## config.mk

```make
export PLATFORM = sky130hd
export DESIGN_NAME = wiper_store_ctrl
export DESIGN_NICKNAME = d
export VERILOG_FILES = /design/src/rtl/wiper_store_ctrl.sv
export SDC_FILE = /design/constraint.sdc
export NUM_CORES = 1
export LEC_CHECK = 0
export ABC_AREA = 1
export BUFFER_PORTS_ARGS = -buffer_cell sky130_fd_sc_hd__buf_4
export CORE_MARGIN = 2
export CORE_UTILIZATION = 40
export DETAILED_ROUTE_END_ITERATION = 10
export SYNTH_ARGS = -nofsm -noshare
export SYNTH_HDL_FRONTEND = slang
export SYNTH_SLANG_ARGS = --single-unit
export TNS_END_PERCENT = 1
```

## constraint.sdc

```tcl
create_clock -name clk -period 2.4 [get_ports clk]
set_input_delay 0.12 -clock clk [delete_from_list [all_inputs] [get_ports clk]]
set_output_delay 0.12 -clock clk [all_outputs]
set_load 0.05 [all_outputs]
```

## src/rtl/wiper_store_ctrl.sv

```systemverilog
module wiper_store_ctrl #(
  parameter int unsigned WIDTH         = 7,
  parameter int unsigned RECALL_CYCLES = 16,
  parameter int unsigned STORE_CYCLES  = 64,
  parameter logic [WIDTH-1:0] NV_INIT  = '0
) (
  input  logic             clk,
  input  logic             rst_n,
  input  logic             req_valid,
  input  logic [1:0]       req_op,
  input  logic             req_sel,
  input  logic [WIDTH:0]   req_data,
  input  logic             step_up,
  output logic [WIDTH-1:0] wiper,
  output logic [WIDTH:0]   rd_data,
  output logic             rd_valid,
  output logic             busy
);
  localparam int unsigned LONGEST = (RECALL_CYCLES > STORE_CYCLES) ? RECALL_CYCLES : STORE_CYCLES;
  localparam int unsigned CW      = $clog2(LONGEST) + 1;
  localparam logic [WIDTH-1:0] MID  = WIDTH'(1) << (WIDTH - 1);
  localparam logic [WIDTH-1:0] TOP  = '1;
  localparam logic [1:0] OP_WR = 2'b00, OP_RD = 2'b01, OP_STEP = 2'b10;

  typedef enum logic [1:0] {PH_RECALL, PH_IDLE, PH_STORE} phase_t;

  phase_t          phase;
  logic [CW-1:0]   cnt;
  logic [WIDTH-1:0] pos_q, nv_q, pend_q;

  wire [WIDTH-1:0] wr_val  = WIDTH'(req_data);
  wire             take    = req_valid && (phase == PH_IDLE);
  wire             expired = (cnt == '0);
  wire             commit  = (phase == PH_STORE) && expired;
  wire [WIDTH-1:0] stepped = step_up ? ((pos_q == TOP) ? pos_q : pos_q + 1'b1)
                                     : ((pos_q == '0)  ? pos_q : pos_q - 1'b1);

  initial nv_q = NV_INIT;

  always @(posedge clk)
    if (commit) nv_q <= pend_q;

  always_ff @(posedge clk or negedge rst_n) begin
    if (!rst_n) begin
      phase    <= PH_RECALL;
      cnt      <= CW'(RECALL_CYCLES - 1);
      pos_q    <= MID;
      pend_q   <= '0;
      rd_valid <= 1'b0;
      rd_data  <= '0;
    end else begin
      rd_valid <= 1'b0;
      case (phase)
        PH_RECALL: begin
          if (expired) begin
            pos_q <= nv_q;
            phase <= PH_IDLE;
          end else cnt <= cnt - 1'b1;
        end
        PH_STORE: begin
          if (expired) phase <= PH_IDLE;
          else cnt <= cnt - 1'b1;
        end
        default: begin
          if (take) begin
            case (req_op)
              OP_WR: begin
                pos_q <= wr_val;
                if (req_sel) begin
                  pend_q <= wr_val;
                  cnt    <= CW'(STORE_CYCLES - 1);
                  phase  <= PH_STORE;
                end
              end
              OP_RD: begin
                rd_valid <= 1'b1;
                rd_data  <= {1'b0, req_sel ? nv_q : pos_q};
              end
              OP_STEP: pos_q <= stepped;
              default: ;
            endcase
          end
        end
      endcase
    end
  end

  assign wiper = pos_q;
  assign busy  = (phase != PH_IDLE);
endmodule


```

* Word level (Yosys, flattened, before mapping) *
Cells that the tools add are included.

word-level totals
  output and inout bits = 17
  register bits after elaboration = 38
  input bits = 15

operators by class
  multiplexer cells = 21
  add/subtract/negate cells = 3
  eq/ne operators = 11
  reduce and logical (&&, ||, !) cells = 17
  bitwise operators = 2

operators with widths
  kind                                                                 count
  7-bit 2-to-1 mux                                                     11
  7-bit case mux with 2 select lines                                   2
  7-bit logical NOT                                                    2
  7-bit by 1-bit subtractor with 7-bit output (second input constant)  2
  4-bit AND reduction                                                  3
  2-bit 2-to-1 mux                                                     5
  4-bit != test (second input constant)                                2
  2-bit nonzero test                                                   4
  7-bit by 1-bit adder with 7-bit output (second input constant)       1
  7-bit == test (second input constant)                                1
  6-bit AND reduction                                                  1
  2-bit by 1-bit == test with 1-bit output (second input constant)     2
  2-bit == test (second input constant)                                2
  2-bit logical NOT                                                    2
  2-bit by 1-bit != test with 1-bit output (second input constant)     2
  2-bit != test (second input constant)                                2
  1-bit 2-to-1 mux                                                     3
  3-bit AND reduction                                                  1
  3-bit nonzero test                                                   1
  1-bit logical AND                                                    2
  1-bit NOT                                                            2
  2-bit OR reduction                                                   1

* Longest topological paths before layout *
Gate-level depths: netlist (run 1).

  depth after elaboration = 6
  depth in mapped cells = 12

* Least setup slack after synthesis (run 1) *
Ideal clock, no wire load.

  kind = register to register
  start point = register pos_q[2], in the netlist wiper[2]
  end point = register pos_q[4], in the netlist wiper[4]
  required time = 2.334 ns
  library setup time = 0.066 ns
  buffers on the path = 0
  stages on the path, launching flop included = 11
  clock period less this slack = 1.768 ns
  path slack = 0.632 ns
  arrival = 1.701 ns
  cell sequence = dfrtp_1 ha_1 nand2_1 nand2_1 nand2_1 or2_2 nand3_1 nand2_1 nand2_1 nand2_1 nand2_1

between the ends
  cells in the longest elaborated chain, start to end = 6
  elaborated cells on any way between the ends = 13

RTL lines
  item                                                                                                   RTL line  source
  start: declaration                                                                                     29        logic [WIDTH-1:0] pos_q, nv_q, pend_q;
  start signal: assignment                                                                               56        pos_q <= nv_q;
  start signal: assignment                                                                               68        pos_q <= wr_val;
  start signal: assignment                                                                               79        OP_STEP: pos_q <= stepped;
  7-bit by 1-bit subtractor with 7-bit output or 7-bit by 1-bit adder with 7-bit output (tied branches)  36, 35
  7-bit 2-to-1 mux (on tied branches)                                                                    36, 35
  7-bit 2-to-1 mux                                                                                       35        wire [WIDTH-1:0] stepped = step_up ? ((pos_q == TOP) ? pos_q : pos_q + 1'b1)
  7-bit case mux with 2 select lines                                                                     66        case (req_op)
  7-bit 2-to-1 mux                                                                                       65        if (take) begin
  7-bit case mux with 2 select lines                                                                     53        case (phase)

Parallel ways exist; a longest one is shown, timed or not. The select of a mux whose other input is x is not followed.
A chain may end at the register's enable or synchronous reset.

* Final worst setup path (run 1) *
  start point = register phase[1]
  end point = register pos_q[1], in the netlist wiper[1]

between the ends
  cells in the longest elaborated chain, start to end = 4
  elaborated cells on any way between the ends = 12

RTL lines
  item                                      RTL line  source
  start: declaration                        27        phase_t phase;
  start signal: assignment                  45        phase <= PH_RECALL;
  start signal: assignment                  57        phase <= PH_IDLE;
  start signal: assignment                  61        if (expired) phase <= PH_IDLE;
  2-bit by 1-bit == test with 1-bit output  32        wire take = req_valid && (phase == PH_IDLE);
  1-bit logical AND                         32
  2-bit nonzero test (no line)              n/a
  6-bit AND reduction (no line)             n/a

Parallel ways exist; a longest one is shown, timed or not.

==> results of run 1 <==
==> synthesized netlist by cell type, types with 2 or more instances <==
library cell,n
a21oi_1,23
buf_2,3
clkbuf_1,2
dfrtp_1,26
dfstp_2,5
edfxtp_1,7
ha_1,7
inv_1,30
inv_2,3
mux2_2,2
mux2i_1,2
nand2_1,65
nand3_1,18
nand3_4,2
nor2_1,31
nor3_1,2
o21ai_0,22
xor2_1,3
==> critical path: stages (launching register included) <==
cell and delay (ns):
dfrtp_1 0.40, nor2_1 0.53, nor2_1 0.17, nand3_1 0.10, nand2_1 0.05, inv_1 0.09, nand2_2 0.12, inv_2 0.12
o21ai_0 0.08
==> how the worst min path moves through the flow <==
stage,endpoint,cells after the start,start
2_1_floorplan,cnt[4]$_DFFE_PN0P_,0,rst_n
3_3_place_gp,cnt[4]$_DFFE_PN0P_,1,rst_n
3_5_place_dp,cnt[4]$_DFFE_PN0P_,1,rst_n
4_1_cts,rd_valid$_DFF_PN0_,2,req_op[1]
5_1_grt,rd_valid$_DFF_PN0_,2,req_op[1]
6_report,rd_valid$_DFF_PN0_,2,req_op[1]
==> state kept, by name, summed over array words and instances (netlist names) <==
register  flops
cnt           7
nv_q          7
pend_q        7
rd_data       7
wiper         7
phase         2
rd_valid      1
==> cells by family (layout without fill, tap and decap cells) <==
group | after synthesis | in the layout
flops | 38 | 38
other cells | 1 | 1
compound gates | 48 | 48
xor+xnor | 4 | 4
mux | 4 | 4
fa+ha+maj | 8 | 8
buf+inv | 40 | 73
simple gates | 126 | 126
==> stage by stage <==
| stage | worst slack (ns) | util (%) | hold slack, ns | cells |
|---|---|---|---|---|
| after floorplan | 0.632 | - | -0.176 | 269 |
| after global placement | 0.598 | 47.1 | 0.0807 | 363 |
| after detailed placement | 0.604 | 47.1 | 0.0835 | 363 |
| after CTS | 0.584 | 50.1 | 0.0558 | 372 |
| after global routing | 0.375 | 50.1 | 0.0646 | 372 |
| final | 0.608 | 50.1 | 0.0657 | 372 |
==> power breakdown <==
part	switching (W)	internal (W)	total, W
combinational	0.0000586	0.0000355	0.0000941
sequential	0	0.000655	0.000655
clock	0.000229	0.000443	0.000673
total	0.000288	0.00113	0.00142
==> cell type report <==
cell class	count	area, sq um	share of cell area, %
multi-input combinational	191	1000	38.6
sequential	38	992	38.3
timing repair buffer	32	243	9.37
inverter	33	124	4.78
tap	70	87.6	3.38
clock buffer	6	82.6	3.19
clock inverter	2	60.1	2.32
==> metal layers <==
| layer | vias up | routed length [microns] |
|---|---|---|
| li1 | 937 | - |
| met1 | 813 | 2310 |
| met2 | 32 | 2150 |
| met3 | 4 | 124 |
| met4 | 0 | 30 |
| met5 | - | 0 |
==> what timing repair did <==
action | 4_1_cts | 5_1_grt
hold buffers | 1 | 0
endpoints found under the setup margin | 0 | 0
endpoints found under the hold margin | 26 | 0
==> run_results.csv, run 1 <==
group,metric,value,unit
drt,via_per_inst,4.80,
clocking,cts-root-buf,"clkbuf_8",
finish,final_common_cell,"nand2_1",
clocking,cts_made_buffers,5,
clocking,clockBufferDepth,2,
drt,drcViolationCount,0,
critical_path,r2r_slack,0.61,ns
timing,worst_pin_slew,0.659,ns
placed_design,gp_congestion,0.801,
global_routing,use_met2,27.3,%
clocking,htreeDepth,2,
finish,nets,324,
critical_path,reg2reg_from,"phase[1]$_DFFE_PN0P_",
timing,rsz0062_at_grt,"false",
placed_design,place_hpwl,3450,microns
critical_path,crit_fanout,12,
drt,dr.first_iter.drc_count,77,
critical_path,path_class,"reg2reg",
global_routing,antenna_found_initial,0,
drt,wire_per_inst,12.4,microns
logic_synthesis,muxShareOfSynthArea,1.97,%
timing,slew_headroom,55.9,%
global_routing,met3_usage,3.14,%
global_routing,first_global_vias,1694,
floorplan,rows,26,
logic_synthesis,yosys.area.top_type,"dfrtp_1",
finish,syn_to_final_growth,20.0,%
placed_design,dpl_cell_area,0.00244,sq mm
logic_synthesis,syn-instance-count,269,
global_routing,grt.busiest_layer,"met2",
logic_synthesis,synth-adder-area-share,4.99,%
drt,first_pass_iters,4,
clocking,cts.clk_slew.worst_paths,0.08,ns
global_routing,grt_max_degree,32,
timing,tns,0,ns
critical_path,worstRegToRegCells,8,
logic_synthesis,synthArstFlopShare,81.6,%
power_and_ir_drop,power.density,549,mW/mm^2
run,maxCapViolCount,0,
drt,routed_wl,4620,microns
timing,final_max_slew_viol_count,0,
critical_path,crit_path_start_kind,"flip-flop",
global_routing,grt_pass1_wl,7950,microns
placed_design,port-buffer-count,29,
timing,finClkSkew,0.00714,ns
global_routing,grt_use_total,16.9,%
logic_synthesis,synth_top_family_by_area,"simple AND/OR/NAND/NOR gates",
logic_synthesis,syn_nets,292,
global_routing,met1_usage,23.3,%
floorplan,initial_core_util,41.7,%
timing,setup_viol,0,
timing,fmax,558,MHz
clocking,clock_sinks,38,
finish,num_antenna_cells,0,
floorplan,ios,32,
critical_path,cp-end-kind,"flip-flop",
logic_synthesis,synth-seq-cells,38,
finish,fillers,520,
timing,finalHoldViolCount,0,
timing,finalCriticalPeriod,1.79,ns
logic_synthesis,synth_flop_cell,"dfrtp_1",
logic_synthesis,synth_edf_count,7,
logic_synthesis,netlist.area_leader.share,30.1,%
critical_path,r2r-end,"wiper[1]$_DFFE_PN0P_",
logic_synthesis,synth-simple-area-share,26.2,%
critical_path,cp-startpoint,"phase[1]$_DFFE_PN0P_",
floorplan,die_x,77.5,microns
critical_path,worstPathRequired,2.57,ns
finish,design_area,0.00259,sq mm
clocking,cts_tree,"yes",
logic_synthesis,synth_xor_area_share,1.62,%
drt,ant_nets,0,
floorplan,dieHeight,77.5,microns
logic_synthesis,postSynthAreaPerCell,8.02,sq um
logic_synthesis,yosysWarnings,0,
critical_path,setup.worst_path.end,"wiper[1]$_DFFE_PN0P_",
finish,drive_gt1_share,18.9,%
logic_synthesis,synth_area_leaders,"dfrtp_1 30%, nand2_1 11%, edfxtp_1 9.7%, dfstp_2 6.1%, nor2_1 5.4%",
power_and_ir_drop,total_power,0.00142,W
floorplan,dieArea,0.00600,sq mm
logic_synthesis,synth_cell_types,34,
power_and_ir_drop,ir_drop,0.000539,V
clocking,insertion_delay,0.29,ns
global_routing,grt_overflow,0,
logic_synthesis,synth_compound_area_share,11.4,%
min_path,holdCritPathClass,"in2reg",
finish,final_cell_mix,"65 x nand2_1, 31 x nor2_1, 31 x buf_4, 30 x inv_1, 26 x dfrtp_1",
logic_synthesis,ys_seq_area_share,46.0,%
floorplan,core-area,0.00517,sq mm
clocking,post_cts_buffers,0,
logic_synthesis,syn_area,0.00216,sq mm
timing,min_period_over_period,74.7,%
status,status,"completed",
critical_path,worstPathArrival,1.96,ns
drt,vias,1786,
power_and_ir_drop,p_leak,1.28,nW
clocking,ctsResizeCount,0,
Power figures use the tool's default switching activity.
==> inputs of run 2 (changes only) <==
--- a/config.mk
+++ b/config.mk
@@ -5,7 +5,7 @@
 export SDC_FILE = /design/constraint.sdc
 export NUM_CORES = 1
 export LEC_CHECK = 0
-export ABC_AREA = 1
+export ABC_AREA = 0
 export BUFFER_PORTS_ARGS = -buffer_cell sky130_fd_sc_hd__buf_4
 export CORE_MARGIN = 2
 export CORE_UTILIZATION = 40
==> constraint.sdc (replaced) <==
create_clock -name clk -period 1.7 [get_ports clk]
set_input_delay 0.085 -clock clk [delete_from_list [all_inputs] [get_ports clk]]
set_output_delay 0.085 -clock clk [all_outputs]
set_load 0.05 [all_outputs]
==> run_results.csv, run 2 <==
group,metric,value,unit
status,status,"finished, violations left",
status,violations,"setup timing",
power_and_ir_drop,ir_drop,0.000386,V
clocking,cts_made_buffers,5,
finish,fin_cells,340,
timing,fmax,536,MHz
power_and_ir_drop,p_leak,1.28,nW
finish,num_antenna_cells,0,
timing,setup_slack,-0.165,ns
finish,syn_to_final_growth,37.9,%
timing,final_max_slew_viol_count,0,
clocking,htreeDepth,2,
logic_synthesis,yosys.area.top_type,"dfrtp_1",
drt,dr.first_iter.drc_count,92,
finish,final_common_cell,"buf_4",
logic_synthesis,synthArstFlopShare,81.6,%
logic_synthesis,ys_seq_area_share,49.5,%
logic_synthesis,syn_nets,225,
global_routing,grt_use_total,18.9,%
placed_design,place_hpwl,3650,microns
critical_path,crit_path_top_delay_cell,"dfrtp_2",
logic_synthesis,syn-instance-count,202,
clocking,cts_tree,"yes",
critical_path,worstPathRequired,1.88,ns
drt,via_per_inst,4.99,
logic_synthesis,postSynthAreaPerCell,9.93,sq um
logic_synthesis,synth-seq-cells,38,
drt,drcViolationCount,0,
logic_synthesis,syn_area,0.00201,sq mm
logic_synthesis,synth_flop_cell,"dfrtp_1",
logic_synthesis,synth_most_common_cell,"nand2_1",
clocking,insertion_delay,0.29,ns
power_and_ir_drop,power.density,688,mW/mm^2
critical_path,path_class,"reg2reg",
floorplan,ios,32,
timing,rsz0062_at_grt,"true",
logic_synthesis,netlist.area_leader.share,32.4,%
timing,min_period_over_period,110,%
drt,routed_wl,4900,microns
timing,finClkSkew,0.00411,ns
logic_synthesis,yosysWarnings,0,
timing,finalHoldViolCount,0,
floorplan,initial_core_util,41.9,%
clocking,cts-root-buf,"clkbuf_8",
drt,wire_per_inst,14.4,microns
logic_synthesis,synthTopCellsByCount,"40 x nand2_1, 26 x dfrtp_1, 12 x o21ai_0",
min_path,holdCritPathClass,"in2reg",
run,maxCapViolCount,0,
critical_path,worstPathArrival,2.04,ns
placed_design,dpl.cell_count,326,
placed_design,place_worst_setup_slack,-0.261,ns
finish,final_cell_mix,"64 x buf_4, 40 x nand2_1, 20 x dfrtp_1, 11 x o21ai_0, 10 x nor2_1",
timing,setup_viol,7,
critical_path,crit_path_start_kind,"flip-flop",
critical_path,crit_fanout,6,
logic_synthesis,synth_cell_types,44,
drt,vias,1695,
floorplan,dieHeight,74.8,microns
drt,first_pass_iters,4,
global_routing,grt_overflow,0,
logic_synthesis,synth_edf_count,7,
global_routing,grt_pass1_wl,7870,microns
finish,nets,295,
critical_path,crit_family,"simple AND/OR/NAND/NOR gates",
logic_synthesis,synth_area_leaders,"dfrtp_1 32%, edfxtp_1 10%, nand2_1 7.5%, dfstp_2 6.6%, mux2i_1 4.5%",
clocking,cts.clk_slew.worst_paths,0.07,ns
timing,finalCriticalPeriod,1.86,ns
floorplan,core-area,0.00479,sq mm
finish,drive_gt1_share,36.3,%
critical_path,slowest_delay,0.40,ns
global_routing,first_global_vias,1639,
critical_path,critPathBufInv,1,
floorplan,die_x,74.8,microns
critical_path,cp-end-kind,"flip-flop",
global_routing,grt_max_degree,32,
drt,ant_nets,0,
clocking,clockBufferDepth,2,
critical_path,worstPathCellList,"buf_4 -> nor4_1 -> nand2_1 -> o21ai_2 -> a2111oi_4 -> or2_4 -> mux2_4",
placed_design,port-buffer-count,29,
global_routing,antenna_found_initial,0,
floorplan,rows,25,
placed_design,gp_congestion,0.867,
floorplan,dieArea,0.00560,sq mm
clocking,clock_sinks,38,
run 2: cell count changes after synthesis, sizes merged, moves of 7 or more:
cell	delta
mux2i	+7
inv	-25
nor2	-22
nand3	-12
a21oi	-13
o21ai	-9
nand2	-27
run 2: worst min-delay path, delay by kind of cell:
kind / cells / cell delay (ns)
buffers and inverters: 1 / 0.09
and+or+nand+nor: 2 / 0.09
run 2: cell type report:
| type | count | area (sq um) |
|---|---|---|
| clock buffer | 8 | 110 |
| inverter | 9 | 33.8 |
| tap | 67 | 83.8 |
| multi-input combinational | 148 | 993 |
| fill | 438 | 2020 |
| timing repair buffer | 70 | 542 |
| sequential | 38 | 1000 |
run 2: worst paths after layout:
path	cells after the start	endpoint	slack (ns)	start
min	3	pend_q[3]$_DFFE_PN0P_	0.005	req_data[3]
min reg2reg	0	nv_q[1]$_DFFE_PP_	0.45	pend_q[1]$_DFFE_PN0P_
max reg2reg	7	wiper[3]$_DFFE_PN0P_	-0.16	wiper[4]$_DFFE_PN0P_
max in group asynchronous	2	cnt[0]$_DFFE_PN1P_	1.10	rst_n
min in group asynchronous	2	rd_data[0]$_DFFE_PN0P_	0.27	rst_n
max	7	wiper[3]$_DFFE_PN0P_	-0.16	wiper[4]$_DFFE_PN0P_
run 2: cells by family after synthesis:
logic type	count (synthesis)	share of synthesized area, %
DFF	38	49.5
adders and majority gates	8	5.36
muxes	10	5.24
other	1	0.187
and+or+nand+nor	82	19.1
AOI/OAI and AO/OA	40	14.0
xor gates and xnor gates	7	3.06
buffers and inverters	16	3.56
run 2: where the power goes:
group	switching (W)	internal, W	total, W
Combinational	0.000131	0.000108	0.000239
Sequential	0.00000722	0.000932	0.000939
Clock	0.000315	0.000410	0.000724
Total	0.000453	0.00145	0.00190
run 2: layer usage:
| metal | track usage, % | part of all wire (%) | up-vias | routed length, microns |
|---|---|---|---|---|
| li1 | - | - | 846 | - |
| met3 | 3.21 | 3.7 | 8 | 180 |
| met4 | 5.95 | 1.2 | 0 | 61 |
| met2 | 31.6 | 49 | 40 | 2380 |
| met5 | 0 | 0 | - | 0 |
| met1 | 25.1 | 46 | 801 | 2280 |
run 2: timing repair:
item	4_1_cts	5_1_grt
gates resized for setup	5	7
pin swaps	8	6
buffers inserted	1	0
setup endpoints to repair	8	12
hold buffers	5	0
endpoints found under the hold margin	30	0
run 2: through the flow:
| step | instance area (sq um) | setup TNS [ns] | total power [W] | hold WS (ns) | util [%] |
|---|---|---|---|---|---|
| final | 2770 | -0.827 | 0.00190 | 0.00459 | 57.8 |
| after global routing | 2770 | -1.38 | 0.00198 | 0.000840 | 57.8 |
| after CTS | 2740 | -0.897 | 0.00192 | 0.00360 | 57.2 |
| after detailed placement | 2550 | -0.732 | 0.00117 | 0.0498 | 53.2 |
| after global placement | 2550 | -0.658 | 0.00117 | 0.0496 | 53.2 |
| after floorplan | 2020 | -1.45 | 0.00107 | -0.211 | - |
==> inputs of run 3 (changes only) <==
--- a/config.mk
+++ b/config.mk
@@ -6,10 +6,14 @@
 export NUM_CORES = 1
 export LEC_CHECK = 0
 export ABC_AREA = 0
-export BUFFER_PORTS_ARGS = -buffer_cell sky130_fd_sc_hd__buf_4
+export BUFFER_PORTS_ARGS = -buffer_cell sky130_fd_sc_hd__buf_2
+export CELL_PAD_IN_SITES_DETAIL_PLACEMENT = 0
+export CELL_PAD_IN_SITES_GLOBAL_PLACEMENT = 1
 export CORE_MARGIN = 2
 export CORE_UTILIZATION = 40
 export DETAILED_ROUTE_END_ITERATION = 10
+export GPL_TIMING_DRIVEN = 0
+export PLACE_DENSITY_LB_ADDON = 0.1
 export SYNTH_ARGS = -nofsm -noshare
 export SYNTH_HDL_FRONTEND = slang
 export SYNTH_SLANG_ARGS = --single-unit
==> run_results.csv, run 3 (same netlist as run 2, synthesis figures left out) <==
group,metric,value,unit
status,status,"finished, violations left",
status,violations,"setup timing",
clocking,cts_made_buffers,5,
floorplan,rows,25,
timing,finalHoldViolCount,0,
min_path,min_path_cells,3,
timing,worst_pin_slew,0.709,ns
floorplan,core-area,0.00479,sq mm
global_routing,grt_pass1_wl,7630,microns
floorplan,dieHeight,74.8,microns
drt,wl_met1,2270,microns
finish,final_common_cell,"nand2_1",
placed_design,gp_congestion,0.799,
global_routing,grt_use_total,18.4,%
power_and_ir_drop,ir_drop,0.000482,V
drt,ant_nets,0,
drt,met3_length,180,microns
global_routing,grt_max_degree,32,
clocking,htreeDepth,2,
finish,final_cell_mix,"40 x nand2_1, 28 x buf_2, 19 x dfrtp_1, 12 x o21ai_0, 10 x nor2_1",
clocking,insertion_delay,0.29,ns
drt,top_layer,"met4",
timing,setup_slack,-0.247,ns
drt,drcViolationCount,0,
critical_path,reg2reg_from,"wiper[0]$_DFFE_PN0P_",
clocking,cts.clk_slew.worst_paths,0.07,ns
drt,first_pass_iters,4,
drt,vias,1609,
global_routing,grt_overflow,0,
critical_path,r2r_slack,-0.25,ns
min_path,hp-start,"req_data[3]",
finish,nets,266,
run,maxCapViolCount,0,
drt,via_per_inst,5.17,
clocking,clock_sinks,38,
timing,slew_headroom,52.7,%
timing,tns,-1.10,ns
floorplan,initial_core_util,41.9,%
finish,syn_to_final_growth,23.8,%
drt,routed_wl,4910,microns
floorplan,dieArea,0.00560,sq mm
drt,wire_per_inst,15.8,microns
clocking,cts-root-buf,"clkbuf_8",
critical_path,r2r-end,"wiper[6]$_DFFE_PN1P_",
timing,fmax,514,MHz
timing,setup_viol,8,
power_and_ir_drop,p_leak,1.10,nW
placed_design,place_worst_setup_slack,-0.408,ns
finish,drive_gt1_share,31.1,%
timing,final_max_slew_viol_count,0,
min_path,hold_end,"pend_q[3]$_DFFE_PN0P_",
critical_path,crit_fanout,2,
floorplan,ios,32,
clocking,cts_tree,"yes",
timing,finClkSkew,0.00710,ns
critical_path,cp-end-kind,"flip-flop",
power_and_ir_drop,power.density,696,mW/mm^2
floorplan,die_x,74.8,microns
timing,finalCriticalPeriod,1.95,ns
global_routing,antenna_found_initial,0,
global_routing,first_global_vias,1612,
critical_path,path_class,"reg2reg",
placed_design,port-buffer-count,28,
critical_path,crit_path_start_kind,"flip-flop",
clocking,clockBufferDepth,2,
min_path,holdCritPathClass,"in2reg",
timing,min_period_over_period,115,%
critical_path,worstPathArrival,2.16,ns
drt,met2_length,2380,microns
critical_path,cp-startpoint,"wiper[0]$_DFFE_PN0P_",
timing,rsz0062_at_grt,"true",
placed_design,place_hpwl,3480,microns
critical_path,worstRegToRegCells,7,
finish,num_antenna_cells,0,
critical_path,worstPathRequired,1.91,ns
drt,dr.first_iter.drc_count,80,
run 3: worst max-delay path by stage:
stage                            to  slack, ns  cells past startpoint
2_1_floorplan  wiper[3]$_DFFE_PN0P_      -0.32                      7
3_3_place_gp      nv_q[3]$_DFFE_PP_      -0.40                      3
3_5_place_dp      nv_q[5]$_DFFE_PP_      -0.41                      3
4_1_cts        wiper[6]$_DFFE_PN1P_      -0.24                      7
5_1_grt        wiper[6]$_DFFE_PN1P_      -0.29                      7
6_report       wiper[6]$_DFFE_PN1P_      -0.25                      7
run 3: cell type report:
cell class	instances	area, sq um
timing repair buffer	34	191
fill	463	2300
clock buffer	8	80.1
tap	67	83.8
sequential	38	1000
inverter	9	35.0
buffer	7	38.8
multi-input combinational	148	1050
run 3: timing repair:
| action | CTS | global route |
|---|---|---|
| endpoints found under the hold margin | 26 | 0 |
| buffers inserted | 5 | 0 |
| pin swaps | 10 | 3 |
| hold buffers | 1 | 0 |
| resized for setup | 15 | 9 |
| setup endpoints to repair | 21 | 22 |
run 3: stage by stage:
| step | area [sq um] | total power (W) | hold slack [ns] | cells | utilization [%] |
|---|---|---|---|---|---|
| floorplan | 2020 | 0.00107 | -0.211 | 202 | - |
| global placement | 2240 | 0.00113 | 0.162 | 297 | 46.9 |
| detailed placement | 2240 | 0.00113 | 0.177 | 297 | 46.9 |
| CTS | 2450 | 0.00174 | 0.0130 | 311 | 51.1 |
| global route | 2480 | 0.00180 | 0.0186 | 311 | 51.9 |
| finish | 2480 | 0.00173 | 0.0135 | 311 | 51.9 |
run 3: critical path, cell delays in order, from the launching register on:
cell     delay [ns]
dfrtp_2        0.45
fa_2           0.40
a21oi_4        0.15
o22ai_2        0.10
nor3_2         0.17
a21oi_1        0.07
o311a_2        0.35
nor3_2         0.18
run 3: per-layer routing:
| metal | up-vias | track usage (%) |
|---|---|---|
| met5 | - | 0 |
| met4 | 0 | 7.74 |
| met3 | 8 | 3.61 |
| met2 | 41 | 30.5 |
| met1 | 771 | 23.5 |
| li1 | 789 | - |
run 3: where the power goes:
part           total [W]  switching [W]  internal, W
Clock           0.000591       0.000299     0.000291
Sequential      0.000944      0.0000121     0.000932
Combinational   0.000193       0.000119    0.0000738
